**src/rtl/wdt_basic_timer.sv**
```systemverilog
module wdt_basic_timer #(
  parameter int DIV_SEL0 = 4096,
  parameter int DIV_SEL1 = 1024,
  parameter int DIV_SEL2 = 128,
  parameter int DIV_SEL3 = 16,
  parameter logic [3:0] DISARM_KEY = 4'b1010
) (
  input  logic       clk,
  input  logic       rst_n,
  input  logic       ctl_wr,
  input  logic [7:0] ctl_wdata,
  output logic [7:0] ctl_rdata,
  output logic [7:0] cnt_value,
  output logic       rst_req
);
  localparam int PRE_W = $clog2(DIV_SEL0);

  logic [3:0]       key_q;
  logic [1:0]       sel_q;
  logic             spare_q;
  logic [PRE_W-1:0] pre_q;
  logic [7:0]       cnt_q;
  logic             req_q;
  logic [PRE_W-1:0] pre_last;

  always_comb begin
    case (sel_q)
      2'b00:   pre_last = PRE_W'(DIV_SEL0 - 1);
      2'b01:   pre_last = PRE_W'(DIV_SEL1 - 1);
      2'b10:   pre_last = PRE_W'(DIV_SEL2 - 1);
      default: pre_last = PRE_W'(DIV_SEL3 - 1);
    endcase
  end

  wire armed   = (key_q != DISARM_KEY);
  wire kick    = ctl_wr & ctl_wdata[1];
  wire sel_chg = ctl_wr & (ctl_wdata[3:2] != sel_q);
  wire tick    = (pre_q == pre_last) & ~sel_chg & ~kick;
  wire wrap    = tick & (cnt_q == 8'hFF);

  always_ff @(posedge clk or negedge rst_n) begin
    if (!rst_n) begin
      key_q   <= '0;
      sel_q   <= '0;
      spare_q <= 1'b0;
    end else if (ctl_wr) begin
      key_q   <= ctl_wdata[7:4];
      sel_q   <= ctl_wdata[3:2];
      spare_q <= ctl_wdata[0];
    end
  end

  always_ff @(posedge clk or negedge rst_n) begin
    if (!rst_n)
      pre_q <= '0;
    else if (kick || sel_chg || pre_q == pre_last)
      pre_q <= '0;
    else
      pre_q <= pre_q + 1'b1;
  end

  always_ff @(posedge clk or negedge rst_n) begin
    if (!rst_n)
      cnt_q <= '0;
    else if (kick)
      cnt_q <= '0;
    else if (tick)
      cnt_q <= cnt_q + 8'd1;
  end

  always_ff @(posedge clk or negedge rst_n) begin
    if (!rst_n)
      req_q <= 1'b0;
    else
      req_q <= wrap & armed;
  end

  assign ctl_rdata = {key_q, sel_q, 1'b0, spare_q};
  assign cnt_value = cnt_q;
  assign rst_req   = req_q;

  AST_REQ_ONE_CYCLE: assert property (@(posedge clk) disable iff (!rst_n)
    rst_req |=> !rst_req);
  AST_REQ_AT_ZERO: assert property (@(posedge clk) disable iff (!rst_n)
    rst_req |-> (cnt_value == 8'h00 && $past(cnt_value) == 8'hFF));
  AST_REQ_ONLY_ARMED: assert property (@(posedge clk) disable iff (!rst_n)
    rst_req |-> ($past(ctl_rdata[7:4]) != DISARM_KEY));
  AST_KICK_CLEARS: assert property (@(posedge clk) disable iff (!rst_n)
    (ctl_wr && ctl_wdata[1]) |=> (cnt_value == 8'h00 && !rst_req));
  AST_COUNT_STEP: assert property (@(posedge clk) disable iff (!rst_n)
    !$stable(cnt_value) |-> (cnt_value == $past(cnt_value) + 8'd1 || cnt_value == 8'h00));
  AST_SEL_HOLDS_CNT: assert property (@(posedge clk) disable iff (!rst_n)
    (ctl_wr && !ctl_wdata[1] && ctl_wdata[3:2] != ctl_rdata[3:2]) |=> $stable(cnt_value));
endmodule

```
**config.mk**
```make
export PLATFORM = sky130hd
export DESIGN_NAME = wdt_basic_timer
export DESIGN_NICKNAME = d
export VERILOG_FILES = /design/src/rtl/wdt_basic_timer.sv
export SDC_FILE = /design/constraint.sdc
export NUM_CORES = 1
export LEC_CHECK = 0
export ABC_AREA = 1
export BUFFER_PORTS_ARGS = -buffer_cell sky130_fd_sc_hd__clkbuf_2
export CAP_MARGIN = 20
export CELL_PAD_IN_SITES_DETAIL_PLACEMENT = 1
export CELL_PAD_IN_SITES_GLOBAL_PLACEMENT = 1
export CORE_ASPECT_RATIO = 0.75
export CORE_MARGIN = 3
export CORE_UTILIZATION = 34
export DETAILED_ROUTE_END_ITERATION = 10
export PLACE_DENSITY_LB_ADDON = 0.1
export SLEW_MARGIN = 0
export SYNTH_ARGS = -nofsm -noshare
export SYNTH_HDL_FRONTEND = slang
export SYNTH_SLANG_ARGS = --single-unit
```
**constraint.sdc**
```tcl
create_clock -name clk -period 1.7 [get_ports clk]
set_input_delay 0.085 -clock clk [delete_from_list [all_inputs] [get_ports clk]]
set_output_delay 0.085 -clock clk [all_outputs]
set_load 0.01 [all_outputs]
```
* Yosys cells after proc, flatten, opt, wreduce, memory -nomap -nowiden
Cells that the tools add are included.
** Cells by class
- $add $sub $neg :: 2
- Multipliers :: 0
- Div/mod/pow operators :: 0
- Magnitude comparators :: 0
- Eq/ne operators :: 6
- Shift operators :: 0
- Muxes and demuxes :: 4
- Bitwise logic cells :: 8
- Reduce and logical (&&, ||, !) cells :: 4
** Operators by type and width (count)
- $pmux 12 s3 :: 1
- $mux 8 :: 2
- $add 12x1->12 const B :: 1
- $eq 12x12->1 :: 1
- $mux 12 :: 1
- $add 8x1->8 const B :: 1
- $eq 8x8->1 const B :: 1
- $and 1x1->1 :: 6
- $ne 4x4->1 const B :: 1
- $eq 2x1->1 const B :: 1
- $eq 2x2->1 const B :: 1
- $logic_not 2->1 :: 1
- $logic_or 1x1->1 :: 2
- $ne 2x2->1 :: 1
- $not 1->1 :: 2
- $reduce_bool 2->1 :: 1
** Word-level totals
- Flip-flop bits (word level) :: 28
- Bits in latches :: 0
- Bits in writable memories :: 0
- Bits in read-only memories :: 0
- Input bits :: 11
- Output and inout port bits :: 17
- Logic and storage cells :: 30
- Memories :: 0

* Logic depth before layout (Yosys ltp)
- Word-level depth :: 7
- Depth in mapped cells :: 10
- Mapped depth without buffers :: 10

* Least setup slack after synthesis
Ideal clock, no wire load.
- Path kind :: flip-flop to flip-flop
- Start :: register pre_q[0]
- End :: register pre_q[6]
- Setup time :: 131 ps
- Arrival time :: 1257 ps
- Required time :: 1569 ps
- Path slack :: 313 ps
- Stages on the path, launching flop included :: 10
- Buffers on the path :: 1
- Period minus slack after synthesis :: 1387 ps
- Cell sequence :: dfrtp_1 ha_1 nand2_1 nor2_4 nand3_1 inv_1 nand2_2 nand2_2 buf_6 nor3_2
** On the way
- Longest elaborated chain between the ends :: 3
- Elaborated cells on any way between the ends :: 4
- Those cells by class :: add/sub: 1; eq/ne: 1; mux: 1; reduce/logical: 1
** RTL lines
- start, declared :: RTL line 21 : logic [PRE_W-1:0] pre_q;
- start signal, assigned :: RTL line 59 : pre_q <= pre_q + 1'b1;
- parallel branches: the longest is 2 deep, another holds $add 12x1->12
- $mux 12 * :: RTL line 56 : else if (kick || sel_chg || pre_q == pre_last)
Mark *: on every way between the ends.
A chain may end at the register's enable or synchronous reset.

* Worst setup path after layout
- Start :: register pre_q[0]
- End :: register pre_q[2]
Same word-level chain as after synthesis.

==> results.json <==
{
  "synth.avg_cell_area_um2": 8.31,
  "fmaxAchievable_ghz": 0.661,
  "setup_total_negative_slack_ps": 0,
  "asyncSetResetFlopFracSynth_pct": 100,
  "first_iter_violations": 38,
  "layout_min_cycle_time_ps": 1510,
  "chipHeight_um": 64.9,
  "route.antenna.remaining_nets": 0,
  "via_count_of_the_first_global_routing_pass": 1388,
  "relative_slew_slack_pct": 50.8,
  "crit_path_end_kind": "register",
  "edff_count_synth": 0,
  "clock_power_share_pct": 27.0,
  "complex_gate_fraction_of_the_synthesized_area_pct": 5.50,
  "hold_path.startpoint": "ctl_wdata[6]",
  "finalWeightedCongestion": 0.804,
  "unrepaired_setup_endpoints_after_global_routing": "no",
  "combined_area_of_all_synthesized_cells_um2": 1570,
  "route.vias.total": 1343,
  "regToRegStartpoint": "pre_q[0]$_DFF_PN0_",
  "start_util_pct": 36.9,
  "routed_wire_length_per_instance_um": 14.5,
  "min-delay-path-class": "in -> reg",
  "proportion_of_layout_cells_with_a_drive_suffix_above_1_pct": 29.0,
  "grt_max_degree": 29,
  "die_area_um2": 5480,
  "synth_fp_nets": 202,
  "dpl.hpwl_mm": 2.99,
  "rows": 20,
  "power.leakage_nw": 0.867,
  "critPathLaunch": "pre_q[0]$_DFF_PN0_",
  "yosys.area_share.adder_pct": 1.59,
  "most-common-layout-cells": "46 x sky130_fd_sc_hd__nand2_1, 28 x sky130_fd_sc_hd__dfrtp_1, 26 x sky130_fd_sc_hd__clkbuf_2",
  "clock-skew-final_ps": 3.65,
  "synth_mux_area_share_pct": 2.15,
  "vdd.ir_drop.worst_mv": 0.285,
  "die_width_um": 84.5,
  "num_clock_sinks": 28,
  "synth_top_flop_cell": "sky130_fd_sc_hd__dfrtp_1",
  "drc_errors_left": 0,
  "syn_inst": 189,
  "synthToLayoutAreaGrowth_pct": 16.2,
  "design.portCount": 28,
  "antenna-diode-count": 0,
  "timing.critical_path.fanout_max": 11,
  "wirelength_mm": 3.94,
  "io_buffers": 26,
  "layout_worst_path_cycle_share_pct": 89.0,
  "final_core_utilization_pct": 42.9,
  "number_of_h_tree_levels": 1,
  "gr_usage_total_pct": 15.0,
  "globalRouteOverflowTotal": 0,
  "p_sw_mw": 0.371,
  "pins_over_their_slew_limit": 0,
  "maxCapViolations": 0,
  "path_clk_slew_ps": 90,
  "core_um2": 4250,
  "synth_cell_types": 30,
  "synth_simple_gate_area_share_pct": 34.0,
  "number_of_antenna_violations_at_the_first_check_in_global_routing": 0,
  "worstMarginPinSlew_ps": 738,
  "setup_viol": 0,
  "numCtsBuffers": 3,
  "power_switching_share_pct": 28.2,
  "cp.arrival_ps": 1670,
  "ys_seq_elements": 28,
  "combinational_family_with_the_most_area_after_synthesis": "simple AND/OR/NAND/NOR gates",
  "clock_latency_ps": 270,
  "status": "finished clean",
  "sequentialPowerShare_pct": 56.3,
  "routed_via_density": 4.94,
  "parity_gate_share_of_the_synthesized_area_counting_xor_and_xnor_cells_pct": 5.02,
  "worstSetupStartpointType": "register",
  "critPathRequiredTime_ps": 1860,
  "pwr_density_cell_nw_per_um2": 722,
  "yosysSeqAreaShare_pct": 44.6,
  "p_int_mw": 0.946,
  "drtPass1Iterations": 3,
  "mostFrequentLayoutCell": "sky130_fd_sc_hd__nand2_1",
  "synthesis.yosys.warnings": 0,
  "final_hold_viol_count": 0,
  "clock_tree.root_cell": "sky130_fd_sc_hd__clkbuf_8",
  "wire_length_of_the_first_global_routing_pass_mm": 6.68,
  "fill_cells": 534,
  "kind_of_critical_path": "reg -> reg",
  "tritoncts_clock_tree": "yes",
  "layout.nets": 232,
  "max-clock-path-buffers": 2,
  "power.combinational.fraction_pct": 16.7
}
==> registers in the layout, summed over array words and instances, names as in the netlist <==
signal     count
sel_q          2
key_q          4
spare_q        1
pre_q         12
cnt_value      8
rst_req        1
==> synth_stat cells, types with 2 or more instances <==
cell                      count  area share [%]
sky130_fd_sc_hd__nor3_2       2             1.3
sky130_fd_sc_hd__nand2_2      5             2.0
sky130_fd_sc_hd__buf_2        2            0.64
sky130_fd_sc_hd__nor2_1      12             2.9
sky130_fd_sc_hd__mux2_2       3             2.2
sky130_fd_sc_hd__nor2_4       2             1.4
sky130_fd_sc_hd__a21oi_1      2            0.64
sky130_fd_sc_hd__nand2_1     46              11
sky130_fd_sc_hd__xor2_1       5             2.8
sky130_fd_sc_hd__nand4_1      5             2.0
sky130_fd_sc_hd__nand3_1     17             5.4
sky130_fd_sc_hd__inv_1       17             4.1
sky130_fd_sc_hd__nor2_2      12             4.8
sky130_fd_sc_hd__buf_4        2            0.96
sky130_fd_sc_hd__xnor2_1      4             2.2
sky130_fd_sc_hd__inv_2        2            0.48
sky130_fd_sc_hd__o21ai_0      8             2.5
sky130_fd_sc_hd__dfrtp_1     28              45
sky130_fd_sc_hd__nor3_1       3            0.96
sky130_fd_sc_hd__ha_1         2             1.6
==> kinds of logic (layout without fill, tap and decap cells) <==
kind of cell,Yosys count,after routing
simple gates,107,108
flops,28,28
buf+inv,24,51
compound gates,15,15
xor+xnor,9,9
mux,3,3
fa+ha+maj,2,2
other cells,1,1
==> through the flow <==
| step | setup WS [ps] | area (µm²) | power (mW) | hold slack, ps | std cells |
|---|---|---|---|---|---|
| after floorplan | 313 | 1570 | 0.886 | -211 | 189 |
| after global placement | 169 | 1740 | 0.953 | 171 | 266 |
| after detailed placement | 54.2 | 1740 | 0.966 | 185 | 266 |
| after CTS | 41.3 | 1790 | 1.33 | 21.8 | 270 |
| after global routing | 29.6 | 1820 | 1.41 | 31.0 | 272 |
| final | 188 | 1820 | 1.32 | 23.0 | 272 |
==> final timing paths <==
| check | end | cells past startpoint | slack, ps |
|---|---|---|---|
| worst min-delay path | key_q[2]$_DFFE_PN0P_ | 3 | 20 |
| max in group asynchronous | cnt_value[1]$_DFFE_PN0P_ | 2 | 830 |
| worst min register to register | spare_q$_DFFE_PN0P_ | 1 | 520 |
| worst max-delay path | pre_q[2]$_DFF_PN0_ | 8 | 190 |
| worst max register to register | pre_q[2]$_DFF_PN0_ | 8 | 190 |
| min in group asynchronous | sel_q[1]$_DFFE_PN0P_ | 2 | 400 |
==> worst max-delay path: stages, from the launching register on <==
cell,delay [ps]
sky130_fd_sc_hd__dfrtp_1,370
sky130_fd_sc_hd__ha_1,170
sky130_fd_sc_hd__nand2_1,100
sky130_fd_sc_hd__nor2_4,150
sky130_fd_sc_hd__nand3_2,120
sky130_fd_sc_hd__inv_1,140
sky130_fd_sc_hd__nand2_2,100
sky130_fd_sc_hd__nand2_4,180
sky130_fd_sc_hd__nor3_1,70
==> cell type report <==
cell class	count	area, µm²	share of cell area (%)
Clock buffer	3	41.3	2.26
Inverter	19	71.3	3.91
Multi-Input combinational cell	138	787	43.1
Sequential cell	28	701	38.4
Tap cell	55	68.8	3.77
Timing Repair Buffer	29	155	8.50
==> power by group through the flow <==
stage	registers, mW	logic (mW)	clock network [mW]
2_1_floorplan	0.758	0.128	0
3_3_place_gp	0.752	0.200	0
3_5_place_dp	0.757	0.209	0
6_report	0.742	0.219	0.355
4_1_cts	0.743	0.212	0.379
5_1_grt	0.748	0.251	0.407
==> timing repair <==
item / in CTS / in global routing
hold buffers: 1 / 0
setup buffers: 0 / 1
setup endpoints to repair: 0 / 19
resized for setup: 0 / 3
endpoints found under the hold margin: 28 / 0
==> layer usage <==
layer / track usage, % / routed length [µm]
met1: 20.9 / 2050
met2: 24.6 / 1700
met3: 3.43 / 174
met4: 1.78 / 13
met5: 0 / 0
Power figures use the tool's default switching activity.
